File: src/rtl/xbus_pkg.sv
package xbus_pkg;

    localparam int XB_DW    = 32;
    localparam int XB_AW    = 18;
    localparam int XB_LANES = XB_DW / 8;

    typedef enum logic [2:0] {
        ST_IDLE = 3'd0,
        ST_REQ  = 3'd1,
        ST_ACK  = 3'd2,
        ST_ADDR = 3'd3,
        ST_DATA = 3'd4,
        ST_END  = 3'd5
    } xb_state_e;

    typedef enum logic {
        MODE_SPLIT = 1'b0,
        MODE_LEVEL = 1'b1
    } xb_mode_e;

    typedef struct packed {
        logic [XB_AW-1:0]    addr;
        logic [XB_LANES-1:0] be_n;
        logic                write;
        logic [XB_DW-1:0]    wdata;
        xb_mode_e            mode;
    } xb_req_t;

    // Address word: word address in the low bits, upper bits forced to zero.
    function automatic logic [XB_DW-1:0] addr_word(input logic [XB_AW-1:0] a);
        return {{(XB_DW-XB_AW){1'b0}}, a};
    endfunction

    // Returns {wr_n, rd_n} for the given style, direction and clock class.
    function automatic logic [1:0] strobe_pair(input xb_mode_e m, input logic write,
                                               input logic framed, input logic strobe);
        logic [1:0] r;
        if (m == MODE_LEVEL) begin
            r[1] = framed ? ~write : 1'b1;
            r[0] = ~strobe;
        end else begin
            r[1] = ~(strobe & write);
            r[0] = ~(strobe & ~write);
        end
        return r;
    endfunction

endpackage

File: src/rtl/xbus_seq.sv
module xbus_seq
    import xbus_pkg::*;
#(
    parameter int DATA_CYCLES = 2
) (
    input  logic      clk,
    input  logic      rst,
    input  logic      req_valid,
    input  logic      grant,
    output xb_state_e state,
    output logic      accept,
    output logic      last_beat
);
    localparam int CW = (DATA_CYCLES > 1) ? $clog2(DATA_CYCLES) : 1;

    xb_state_e      st_q, st_d;
    logic [CW-1:0]  beat_q;

    assign state     = st_q;
    assign accept    = (st_q == ST_IDLE) && req_valid;
    assign last_beat = (beat_q == CW'(DATA_CYCLES - 1));

    always_comb begin
        st_d = st_q;
        unique case (st_q)
            ST_IDLE: if (req_valid) st_d = ST_REQ;
            ST_REQ:  if (grant)     st_d = ST_ACK;
            ST_ACK:                 st_d = ST_ADDR;
            ST_ADDR:                st_d = ST_DATA;
            ST_DATA: if (last_beat) st_d = ST_END;
            ST_END:                 st_d = ST_IDLE;
            default:                st_d = ST_IDLE;
        endcase
    end

    always_ff @(posedge clk) begin
        if (rst) begin
            st_q   <= ST_IDLE;
            beat_q <= '0;
        end else begin
            st_q <= st_d;
            if (st_q == ST_DATA) beat_q <= beat_q + CW'(1);
            else                 beat_q <= '0;
        end
    end

    AST_BEAT_BOUND: assert property (@(posedge clk) disable iff (rst)
        (st_q == ST_DATA) |-> (int'(beat_q) < DATA_CYCLES));

    AST_GRANT_WAIT: assert property (@(posedge clk) disable iff (rst)
        (st_q == ST_REQ && !grant) |=> (st_q == ST_REQ));

endmodule

File: src/rtl/xbus_drive.sv
module xbus_drive
    import xbus_pkg::*;
(
    input  xb_state_e            state,
    input  xb_req_t              req_q,
    output logic                 hold,
    output logic                 bgack_n,
    output logic                 ctl_oe,
    output logic                 ale_n,
    output logic                 wr_n,
    output logic                 rd_n,
    output logic [XB_LANES-1:0]  be_n,
    output logic                 ead_oe,
    output logic [XB_DW-1:0]     ead_out
);
    logic owned, framed, strobe;
    logic [1:0] sp;

    always_comb begin
        owned  = (state == ST_ACK) || (state == ST_ADDR) ||
                 (state == ST_DATA) || (state == ST_END);
        framed = (state == ST_ADDR) || (state == ST_DATA) || (state == ST_END);
        strobe = (state == ST_DATA);
        sp     = strobe_pair(req_q.mode, req_q.write, framed, strobe);

        hold    = (state != ST_IDLE);
        bgack_n = ~owned;
        ctl_oe  = owned;
        ale_n   = ~framed;
        wr_n    = sp[1];
        rd_n    = sp[0];
        be_n    = strobe ? req_q.be_n : {XB_LANES{1'b1}};
        ead_oe  = (state == ST_ADDR) || (strobe && req_q.write);
        if (state == ST_ADDR) ead_out = addr_word(req_q.addr);
        else                  ead_out = req_q.wdata;
    end

endmodule

File: src/rtl/xbus_capture.sv
module xbus_capture
    import xbus_pkg::*;
(
    input  logic             clk,
    input  logic             rst,
    input  logic             cap_en,
    input  logic [XB_DW-1:0] ead_in,
    output logic [XB_DW-1:0] rd_data
);
    always_ff @(posedge clk) begin
        if (rst)         rd_data <= '0;
        else if (cap_en) rd_data <= ead_in;
    end

    AST_CAPTURE_HOLD: assert property (@(posedge clk) disable iff (rst)
        !cap_en |=> $stable(rd_data));

endmodule

File: src/rtl/xbus_master.sv
module xbus_master
    import xbus_pkg::*;
#(
    parameter int DATA_CYCLES = 2
) (
    input  logic                clk,
    input  logic                rst,
    input  logic                strobe_mode,
    input  logic                req_valid,
    input  logic [XB_AW-1:0]    req_addr,
    input  logic [XB_LANES-1:0] req_be_n,
    input  logic                req_write,
    input  logic [XB_DW-1:0]    req_wdata,
    output logic                busy,
    output logic                done,
    output logic [XB_DW-1:0]    rd_data,
    output logic                hold,
    input  logic                grant,
    output logic                bgack_n,
    output logic                bus_clk,
    output logic                ctl_oe,
    output logic                ale_n,
    output logic                wr_n,
    output logic                rd_n,
    output logic [XB_LANES-1:0] be_n,
    output logic                ead_oe,
    output logic [XB_DW-1:0]    ead_out,
    input  logic [XB_DW-1:0]    ead_in
);
    xb_state_e state;
    logic      accept, last_beat;
    xb_req_t   req_q;

    assign bus_clk = ~clk;
    assign busy    = (state != ST_IDLE);
    assign done    = (state == ST_END);

    xbus_seq #(.DATA_CYCLES(DATA_CYCLES)) u_seq (
        .clk       (clk),
        .rst       (rst),
        .req_valid (req_valid),
        .grant     (grant),
        .state     (state),
        .accept    (accept),
        .last_beat (last_beat)
    );

    always_ff @(posedge clk) begin
        if (rst) begin
            req_q <= '{addr: '0, be_n: '1, write: 1'b0, wdata: '0, mode: MODE_SPLIT};
        end else if (accept) begin
            req_q <= '{addr: req_addr, be_n: req_be_n, write: req_write,
                       wdata: req_wdata, mode: xb_mode_e'(strobe_mode)};
        end
    end

    xbus_drive u_drive (
        .state   (state),
        .req_q   (req_q),
        .hold    (hold),
        .bgack_n (bgack_n),
        .ctl_oe  (ctl_oe),
        .ale_n   (ale_n),
        .wr_n    (wr_n),
        .rd_n    (rd_n),
        .be_n    (be_n),
        .ead_oe  (ead_oe),
        .ead_out (ead_out)
    );

    xbus_capture u_cap (
        .clk     (clk),
        .rst     (rst),
        .cap_en  ((state == ST_DATA) && last_beat && !req_q.write),
        .ead_in  (ead_in),
        .rd_data (rd_data)
    );

    AST_NO_DRIVE_UNGRANTED: assert property (@(posedge clk) disable iff (rst)
        ctl_oe |-> (!bgack_n && hold));

    AST_ACK_NEEDS_HOLD: assert property (@(posedge clk) disable iff (rst)
        !bgack_n |-> hold);

    AST_ALE_HELD: assert property (@(posedge clk) disable iff (rst)
        (!ale_n && !done) |=> !ale_n);

    AST_LANES_ONLY_STROBED: assert property (@(posedge clk) disable iff (rst)
        (be_n != {XB_LANES{1'b1}}) |-> (!rd_n || !wr_n));

    AST_SPLIT_EXCLUSIVE: assert property (@(posedge clk) disable iff (rst)
        (req_q.mode == MODE_SPLIT) |-> (wr_n || rd_n));

    AST_READ_FLOAT: assert property (@(posedge clk) disable iff (rst)
        (req_q.mode == MODE_SPLIT && !rd_n) |-> !ead_oe);

    AST_DONE_PULSE: assert property (@(posedge clk) disable iff (rst)
        done |=> !done);

    AST_BUSY_HELD: assert property (@(posedge clk) disable iff (rst)
        (busy && !done) |=> busy);

    AST_REQ_FROZEN: assert property (@(posedge clk) disable iff (rst)
        (busy && !done) |=> $stable(req_q));

endmodule

File: config.mk
export PLATFORM = sky130hd
export DESIGN_NAME = xbus_master
export DESIGN_NICKNAME = d
export VERILOG_FILES = /design/src/rtl/xbus_pkg.sv /design/src/rtl/xbus_seq.sv /design/src/rtl/xbus_drive.sv /design/src/rtl/xbus_capture.sv /design/src/rtl/xbus_master.sv
export SDC_FILE = /design/constraint.sdc
export NUM_CORES = 1
export LEC_CHECK = 0
export BUFFER_PORTS_ARGS = -buffer_cell sky130_fd_sc_hd__buf_2
export CAP_MARGIN = 5
export CORE_MARGIN = 8
export CORE_UTILIZATION = 30
export CTS_CLUSTER_DIAMETER = 100
export DETAILED_ROUTE_END_ITERATION = 8
export GPL_ROUTABILITY_DRIVEN = 0
export PLACE_DENSITY = 0.63
export SLEW_MARGIN = 20
export SYNTH_ARGS = -nofsm -noshare
export SYNTH_HDL_FRONTEND = slang
export SYNTH_SLANG_ARGS = --single-unit
File: constraint.sdc
create_clock -name clk -period 1.8 [get_ports clk]
set_input_delay 0.36 -clock clk [delete_from_list [all_inputs] [get_ports clk]]
set_output_delay 0.36 -clock clk [all_outputs]
set_load 0.02 [all_outputs]
* Word-level counts from Yosys, hierarchy flattened
Cells that the tools add are included. W data, S select, Z words.
Cells by class: add/sub/neg operators 1, equality and inequality tests 8, muxes and demuxes 8, bitwise logic cells 9, reduce and logical (&&, ||, !) cells 15
Operator list (count):
- $mux W32 | 1
- $pmux W3 S5 | 1
- $mux W3 | 3
- $not A1 Y1 | 7
- $eq A3 B2 Y1 const B | 2
- $eq A3 B3 Y1 const B | 2
- $logic_or A1 B1 Y1 | 6
- $ne A2 B2 Y1 const B | 3
- $logic_and A1 B1 Y1 | 4
- $mux W4 | 1
- $eq A3 B1 Y1 const B | 1
- $logic_not A3 Y1 | 1
- $reduce_and A3 Y1 | 1
- $reduce_bool A3 Y1 | 1
- $and A1 B1 Y1 | 2
- $mux W2 | 1
- $reduce_or A2 Y1 | 1
- $add A1 B1 Y1 const B | 1
- $logic_not A1 Y1 | 1
- $mux W1 | 1
Word-level totals: bits in registers 92

* Logic depth before layout (Yosys ltp)
Gate-level depths: netlist (run 1).
word-level depth 5, mapped depth 6, depth with buffers taken out 3

* Hierarchy
Synthesis (run 1) repeated with hierarchy kept, for this count alone.
Second synthesis, totals: cells, all modules 363, area, all modules 3930.0 sq um
Modules (own cells, without submodules):
- xbus_master | times used 1, cells an instance 186, area each 2065.7 sq um, seq. area each 1121.1 sq um
- xbus_capture | times used 1, cells an instance 103, area each 1163.6 sq um, seq. area each 640.6 sq um
- xbus_drive | times used 1, cells an instance 53, area each 504.2 sq um, seq. area each 0.0 sq um
- xbus_seq | times used 1, cells an instance 21, area each 196.4 sq um, seq. area each 80.1 sq um

==> results of run 1 <==
## cell families after synthesis
| kind of cell | share of synthesized area (%) |
|---|---|
| and+or+nand+nor | 26.7 |
| DFF | 45.5 |
| AOI/OAI and AO/OA | 7.86 |
| muxes | 12.9 |
| buffers and inverters | 6.74 |
| xor gates and xnor gates | 0.217 |
## sequential cells by signal, summed over array words and instances, names as in the netlist
name	count
u_seq.last_beat	1
u_cap.rd_data	32
req_q	56
u_seq.state	3
## path summary, 6_finish.rpt
check / startpoint / cells after the start / slack (ps) / endpoint
worst max-delay path: u_seq.state[2] / 5 / -140 / ead_out[16]
worst min-delay path: ead_in[1] / 3 / 180 / u_cap.rd_data[1]
worst max register to register: u_seq.state[2] / 6 / 80 / req_q[37]
worst min register to register: req_q[43] / 2 / 450 / req_q[43]
## area by class of cell
type                            instances  area [sq um]  share of cell area (%)
Timing Repair Buffer                  196          1470                    24.9
Multi-Input combinational cell        326          2040                    34.4
Inverter                                3          11.3                   0.190
Sequential cell                        92          1850                    31.2
Tap cell                              176           220                    3.72
Clock inverter                          6          61.3                    1.04
Clock buffer                           14           265                    4.48
## routing by layer
metal | global-route usage [%] | vias to the layer above | share of wire (%)
met5 | 0 | - | 0.21
met4 | 3.51 | 4 | 1.0
met3 | 7.81 | 14 | 11
met2 | 21.7 | 152 | 46
met1 | 14.9 | 1675 | 42
li1 | - | 1834 | -
## placed cells by master, fill, tap and decap left out, types with 2 or more instances in the layout
cell type and count:
dfxtp_2 2, nor2_1 5, buf_16 2, clkbuf_16 10
inv_6 2, dfxtp_1 89, buf_4 15, a21oi_1 54
nand2b_1 65, inv_1 4, buf_6 45, nand2_1 105
nand2b_4 4, mux2_2 17, buf_2 128, mux2i_1 32
and2_4 14, buf_12 7, nor3_1 8, o21ai_0 3
## through the flow
step / instance area (sq um) / cells
3_5_place_dp: 5030 / 780
2_1_floorplan: 4050 / 459
6_report: 5920 / 813
3_3_place_gp: 5030 / 780
4_1_cts: 5720 / 809
5_1_grt: 5920 / 813
## power breakdown
group	internal [mW]	leakage (nW)	switching (mW)
Combinational	0.415	1.71	0.406
Sequential	2.13	0.752	0.0514
Clock	1.20	0.166	0.854
## repair_timing
item	CTS	global route
pin swaps	0	17
setup buffers	9	5
resized for setup	64	58
gates cloned	4	1
setup endpoints to repair	41	44
## critical path: stages, from the launching register on
cell	delay (ps)
dfxtp_2	330
nand3b_4	170
buf_6	130
clkbuf_16	140
mux2_2	340
buf_6	130
==> key figures, run 1 <==
Synthesis
  • Synth Instances: 459
  • Per-instance average area after synthesis: 8.81 sq um
  • Synth cell types: 28
  • Async SR Flop Fraction: 0%
  • Largest cells by area after synthesis: dfxtp_1, nand2b_1, nand2_1, mux2i_1, a21oi_1
  • YS warnings: 0
  • Primary FF master, synth: dfxtp_1
  • Most common cell in the netlist: nand2_1
  • Syn Nets: 551
  • Post-synth EDFFs: 0
  • Synth cell count leaders: nand2_1, dfxtp_1, nand2b_1
  • Yosys top cell area share: 45.5%
  • Seq/Total Area, Yosys: 45.5%
  • Yosys reg bits: 92
  • Cell taking the most area after synthesis: dfxtp_1
  • Synthesized cell area: 4040 sq um

Timing
  • Slew Viols, Final: 0
  • Fmax: 515 MHz
  • Final setup fails: 29
  • Final period utilization: 108%
  • Total negative slack: -2600 ps
  • Minimum clock period: 1940 ps
  • Worst hold slack: 183 ps
  • Unrepaired setup endpoints after global routing: true
  • Setup Skew: 101 ps
  • Final hold viol count: 0
  • Rel. slew slack: 61.9%
  • Slew @ Worst Pin: 572 ps
  • Final WS setup: -142 ps

Clock network
  • H-tree lvl count: 3
  • Root Driver: clkbuf_16
  • Worst skew pair latency: 440 ps
  • CTS buffer count: 9
  • Clk slew on worst S/H paths: 60 ps
  • CTS hold repair buffers: 0
  • CTS tree: done
  • Max clock buf depth: 2

GRT
  • GRT Overall Usage: 13.5%
  • Initial antenna violation count: 2
  • Vias in the first global route: 3816
  • Maximum number of pins on one net before global-route repair: 76
  • GRT overflow: 0
  • First-pass GRT wire length: 19300 microns

Outcome
  • Failing checks: setup timing
  • Status: finished with violations

Die
  • DIE AREA: 17500 sq um
  • I/O pin cnt: 170
  • Die H: 132 microns
  • Core footprint: 13200 sq um
  • Horiz. Die Dim: 132 microns
  • # rows: 42
  • Initial Util: 30.7%

Layout
  • Filler Cells Inserted: 1271
  • Share of cells above drive strength 1: 41.3%
  • Area growth, synth to finish: 46.3%
  • Final core occ: 44.8%
  • Layout Nets: 724
  • Inserted Diodes: 0

Critical path
  • Critical Path RT: 1440 ps
  • CP max FO: 4
  • Critical Path Source Type: flop
  • Crit path kind: flop to output port
  • Worst setup EP type: output port
  • Arrival time of the worst setup path: 1580 ps

Drt
  • DRT iter0 DRCs: 119
  • Drt wl/cell: 14.9 microns
  • Via count: 3679
  • Drt pass-1 iters: 4
  • ANT nets after route: 0
  • Final WL: 12100 microns
  • # DRC: 0
  • Vias per cell: 4.53

Place
  • PortBufs: 169
  • Place WS: 150 ps
  • HPWL Detailed: 8110 microns

Min path
  • Hold Crit Class: input pin to flop

Pwr
  • Cell Pwr Density: 856 nW/um^2
  • Lkg Pwr: 2.63 nW
  • Total Power: 5.06 mW
  • VDD IR max: 615 uV

Job
  • Max_cap viols: 0
Power figures use the tool's default switching activity.
==> run 2, diff against run 1 <==
--- a/config.mk
+++ b/config.mk
@@ -5,7 +5,7 @@
 export SDC_FILE = /design/constraint.sdc
 export NUM_CORES = 1
 export LEC_CHECK = 0
-export BUFFER_PORTS_ARGS = -buffer_cell sky130_fd_sc_hd__buf_2
+export BUFFER_PORTS_ARGS = -buffer_cell sky130_fd_sc_hd__clkbuf_2
 export CAP_MARGIN = 5
 export CORE_MARGIN = 8
 export CORE_UTILIZATION = 30
==> key figures, run 2 (synthesis gave the netlist of run 1 again) <==
Timing
  • Minimum clock period: 1950 ps
  • Final setup fails: 37
  • Slew @ Worst Pin: 404 ps
  • Slew Viols, Final: 0
  • Final WS setup: -146 ps
  • Unrepaired setup endpoints after global routing: true
  • Setup Skew: 140 ps
  • Final period utilization: 108%
  • Rel. slew slack: 73.1%
  • Final hold viol count: 0
  • Fmax: 514 MHz

Min path
  • Hold Crit Class: input pin to flop
  • Hold depth: 3

GRT
  • GRT Overall Usage: 13.4%
  • GRT overflow: 0
  • First-pass GRT wire length: 19100 microns
  • Maximum number of pins on one net before global-route repair: 64
  • Initial antenna violation count: 0
  • Vias in the first global route: 3784

Critical path
  • Critical Path RT: 1440 ps
  • Worst path cell trace: nand3b_4 > buf_12 > buf_12 > mux2_4 > buf_8
  • Cell mode on critical path: buf_12
  • Cells on worst reg2reg path: 5
  • Instance count on the critical path: 5
  • Critical Path Source Type: flop
  • CP max FO: 8
  • Worst path bufs/invs: 3
  • Worst setup EP type: output port
  • Critical path's slowest cell: dfxtp_2
  • Crit-path leading delay family: buffers and inverters
  • Max stage delay on crit path: 320 ps
  • Crit path kind: flop to output port
  • Arrival time of the worst setup path: 1590 ps

Drt
  • # DRC: 0
  • Via count: 3632
  • Drt wl/cell: 14.8 microns
  • Vias per cell: 4.51
  • ANT nets after route: 0
  • Routed wl met2: 5370 microns
  • Met3 WL post-DR: 1200 microns
  • DRT iter0 DRCs: 124
  • WL met1: 5160 microns
  • Final WL: 12000 microns
  • Drt pass-1 iters: 4
  • Top sig layer: met4

Die
  • I/O pin cnt: 170
  • DIE AREA: 17500 sq um
  • Initial Util: 30.7%
  • Die H: 132 microns
  • Core footprint: 13200 sq um
  • Horiz. Die Dim: 132 microns
  • # rows: 42

Layout
  • Most flops, register: req_q
  • Share of cells above drive strength 1: 39.2%
  • Final core occ: 44.4%
  • Inserted Diodes: 0
  • Largest register FFs: 56
  • Commonest non-fill, non-tap cell in the layout: clkbuf_2
  • Layout Nets: 717
  • Area growth, synth to finish: 45.0%
  • Filler Cells Inserted: 1278
  • Final Cell Area: 5860 sq um
  • Register area: 1850 sq um
  • Multi-input logic area: 2020 sq um
  • Most frequent cells in the layout: clkbuf_2, nand2_1, dfxtp_1, nand2b_1, a21oi_1

Pwr
  • VDD IR max: 654 uV
  • Cell Pwr Density: 862 nW/um^2
  • Lkg Pwr: 2.57 nW

Clock network
  • CTS buffer count: 9
  • Max clock buf depth: 2
  • CTS hold repair buffers: 0
  • H-tree lvl count: 3
  • CTS tree: done
  • Clk slew on worst S/H paths: 120 ps
  • Worst skew pair latency: 480 ps
  • Root Driver: clkbuf_16

Outcome
  • Status: finished with violations
  • Failing checks: setup timing

Place
  • HPWL Detailed: 8100 microns
  • PortBufs: 169
  • Dpl cell area: 5030 sq um

Job
  • Max_cap viols: 0
[run 2: metrics by stage]
stage / total power [mW] / cells / setup WS [ps] / hold slack (ps) / setup TNS, ps
2_1_floorplan: 2.71 / 459 / 97.6 / 407 / 0
6_report: 5.05 / 806 / -146 / 115 / -3200
3_3_place_gp: 2.94 / 778 / 233 / 436 / 0
4_1_cts: 5.05 / 803 / -169 / 98.7 / -4850
5_1_grt: 5.30 / 806 / -220 / 96.1 / -6000
3_5_place_dp: 2.96 / 778 / 203 / 435 / 0
[run 2: area by class of cell]
cell class,count,share of cell area [%]
clock inverters,6,1.07
flip-flops and latches,92,31.5
multi-input cells,326,34.5
inverters,3,0.192
clock buffers,13,4.40
well taps,176,3.76
repair buffers,190,24.5
[run 2: path summary, 6_finish.rpt]
path	from	end	slack [ps]
hold / removal	ead_in[5]	u_cap.rd_data[5]	110
hold reg to reg	u_seq.last_beat	u_seq.last_beat	450
setup reg to reg	u_seq.state[0]	req_q[35]	190
setup / recovery	u_seq.state[2]	ead_out[6]	-150
[run 2: layer usage]
metal,GRT usage [%],vias to the layer above
li1,-,1815
met1,15.4,1650
met2,21.2,150
met3,6.94,17
met4,4.34,0
met5,0,-
[run 2: timing repair]
item                       4_1_cts  5_1_grt
resized for setup               59       88
setup endpoints to repair       40       42
buffers inserted                 6        5
gates cloned                     3        0
pin swaps                        6        4
[run 2: report_power, final]
part           total (mW)  leakage (nW)  switching (mW)  internal, mW
combinational       0.827          1.67           0.409         0.417
sequential           2.18         0.751          0.0537          2.13
clock                2.04         0.157           0.867          1.17
total                5.05          2.57            1.33          3.72
[run 2: worst min-delay path, cell delays in order]
cell and delay, ps:
clkbuf_2 80, nand2b_1 60, mux2i_1 60
==> run 3, diff against run 2 <==
--- a/config.mk
+++ b/config.mk
@@ -13,6 +13,7 @@
 export DETAILED_ROUTE_END_ITERATION = 8
 export GPL_ROUTABILITY_DRIVEN = 0
 export PLACE_DENSITY = 0.63
+export SETUP_SLACK_MARGIN = 0.15
 export SLEW_MARGIN = 20
 export SYNTH_ARGS = -nofsm -noshare
 export SYNTH_HDL_FRONTEND = slang
==> key figures, run 3 (synthesis gave the netlist of run 1 again) <==
Outcome
  • Status: finished with violations
  • Failing checks: setup timing

Die
  • Initial Util: 30.7%
  • Die H: 132 microns
  • Horiz. Die Dim: 132 microns
  • DIE AREA: 17500 sq um
  • Core footprint: 13200 sq um
  • I/O pin cnt: 170
  • # rows: 42

Min path
  • Hold path start: ead_in[4]
  • Hold Path Sink: u_cap.rd_data[4]
  • Hold depth: 3
  • Hold Crit Class: input pin to flop

Drt
  • Drt wl/cell: 14.4 microns
  • Drt pass-1 iters: 4
  • Final WL: 11700 microns
  • Via count: 3684
  • DRT iter0 DRCs: 111
  • Vias per cell: 4.53
  • ANT nets after route: 0
  • # DRC: 0

Layout
  • Inserted Diodes: 0
  • Most flops, register: req_q
  • Largest register FFs: 56
  • Commonest non-fill, non-tap cell in the layout: clkbuf_2
  • Share of cells above drive strength 1: 42.0%
  • Most frequent cells in the layout: clkbuf_2, nand2_1, dfxtp_1, nand2b_1, a21oi_1
  • Layout Nets: 725
  • Area growth, synth to finish: 47.2%
  • Filler Cells Inserted: 1283

Pwr
  • Cell Pwr Density: 883 nW/um^2
  • Lkg Pwr: 2.65 nW
  • VDD IR max: 729 uV

Critical path
  • Worst path bufs/invs: 2
  • Critical Path Source Type: flop
  • Worst R2R End: req_q[5]
  • Max stage delay on crit path: 350 ps
  • Crit path kind: flop to output port
  • Origin of the worst setup path: u_seq.state[2]
  • Worst setup EP type: output port
  • Crit-path leading delay family: flip-flops
  • R2R Path Start: u_seq.state[1]
  • Worst path cell trace: nand3b_4 > clkbuf_16 > mux2_2 > buf_4
  • Register-to-register setup slack: 140 ps
  • Arrival time of the worst setup path: 1510 ps
  • Cells on worst reg2reg path: 5
  • Critical Path RT: 1440 ps
  • Critical path's slowest cell: dfxtp_2
  • CP max FO: 9

Timing
  • Fmax: 535 MHz
  • Final period utilization: 104%
  • Final WS setup: -68.7 ps
  • Unrepaired setup endpoints after global routing: true
  • Slew Viols, Final: 0
  • Worst hold slack: 47.4 ps
  • Slew @ Worst Pin: 304 ps
  • Rel. slew slack: 79.6%
  • Minimum clock period: 1870 ps
  • Final hold viol count: 0
  • Final setup fails: 22
  • Setup Skew: 256 ps

GRT
  • Initial antenna violation count: 0
  • Met1 global-route usage: 15.1%
  • Vias in the first global route: 3833
  • Met3 Resource Use GR: 5.98%
  • Met2 global-route usage: 19.9%
  • GRT Overall Usage: 12.9%
  • Maximum number of pins on one net before global-route repair: 65
  • GR peak layer: met2
  • GRT overflow: 0
  • First-pass GRT wire length: 18600 microns

Clock network
  • Clk slew on worst S/H paths: 130 ps
  • Worst skew pair latency: 530 ps
  • CTS hold repair buffers: 0
  • CTS buffer count: 9
  • H-tree lvl count: 3
  • CTS tree: done
  • Root Driver: clkbuf_16
  • Max clock buf depth: 2

Job
  • Max_cap viols: 0

Place
  • PortBufs: 169
  • Place WS: 199 ps
  • HPWL Detailed: 8130 microns
==> run 3: changes by cell type in the layout (fill, tap and decap cells not counted), sizes merged <==
cell      previous run  this run
clkinv               1         2
inv                  5         8
clkbuf             139       145
clkinvlp             2         0
==> run 3: per-stage QoR <==
stage | total power [mW] | TNS (ps) | cells | utilization (%) | area (sq um)
final | 5.26 | -862 | 814 | 45.1 | 5950
after global routing | 5.52 | -2280 | 814 | 45.1 | 5950
after CTS | 5.21 | -1410 | 806 | 43.0 | 5670
after detailed placement | 2.96 | 0 | 778 | 38.1 | 5030
after global placement | 2.94 | 0 | 778 | 38.1 | 5030
after floorplan | 2.71 | 0 | 459 | - | 4050
==> run 3: report_power, final <==
part           leakage (nW)  internal (mW)  switching (mW)
clock network         0.186           1.29           0.957
registers             0.752           2.13          0.0546
logic                  1.71          0.414           0.412
total                  2.65           3.83            1.42
==> run 3: timing repair <==
item                       in CTS  in global routing
pin swaps                       2                 13
setup endpoints to repair      46                 55
buffers inserted               12                  6
gates resized for setup        59                 83
cloned                          0                  2
==> run 3: final cells by class <==
class                      instances  area [sq um]  share of cell area [%]
timing repair buffer             195          1440                    24.1
clock inverter                     8          93.8                    1.58
clock buffer                      14           270                    4.54
tap                              176           220                    3.70
sequential                        92          1850                    31.0
inverter                           3          13.8                   0.231
multi-input combinational        326          2070                    34.8
==> run 3: layer usage <==
metal	vias to the layer above	wire, microns
li1	1832	-
met1	1683	5020
met2	154	5420
met3	15	1080
met4	0	182
met5	-	0
==> run 3: worst reg2reg max path, stage by stage (launching register included) <==
cell     delay [ps]
dfxtp_4         370
buf_4           140
or4b_4          630
buf_12          230
nand2_1         110
a21oi_1          60
==> run 3: worst max-delay path by stage <==
stage	endpoint	depth (start not counted)	slack, ps
CTS	ead_out[15]	4	-90
finish	ead_out[2]	4	-70
detailed placement	req_q[13]	5	200
global placement	req_q[5]	5	220
global route	ead_out[2]	4	-120
floorplan	ead_out[10]	4	150
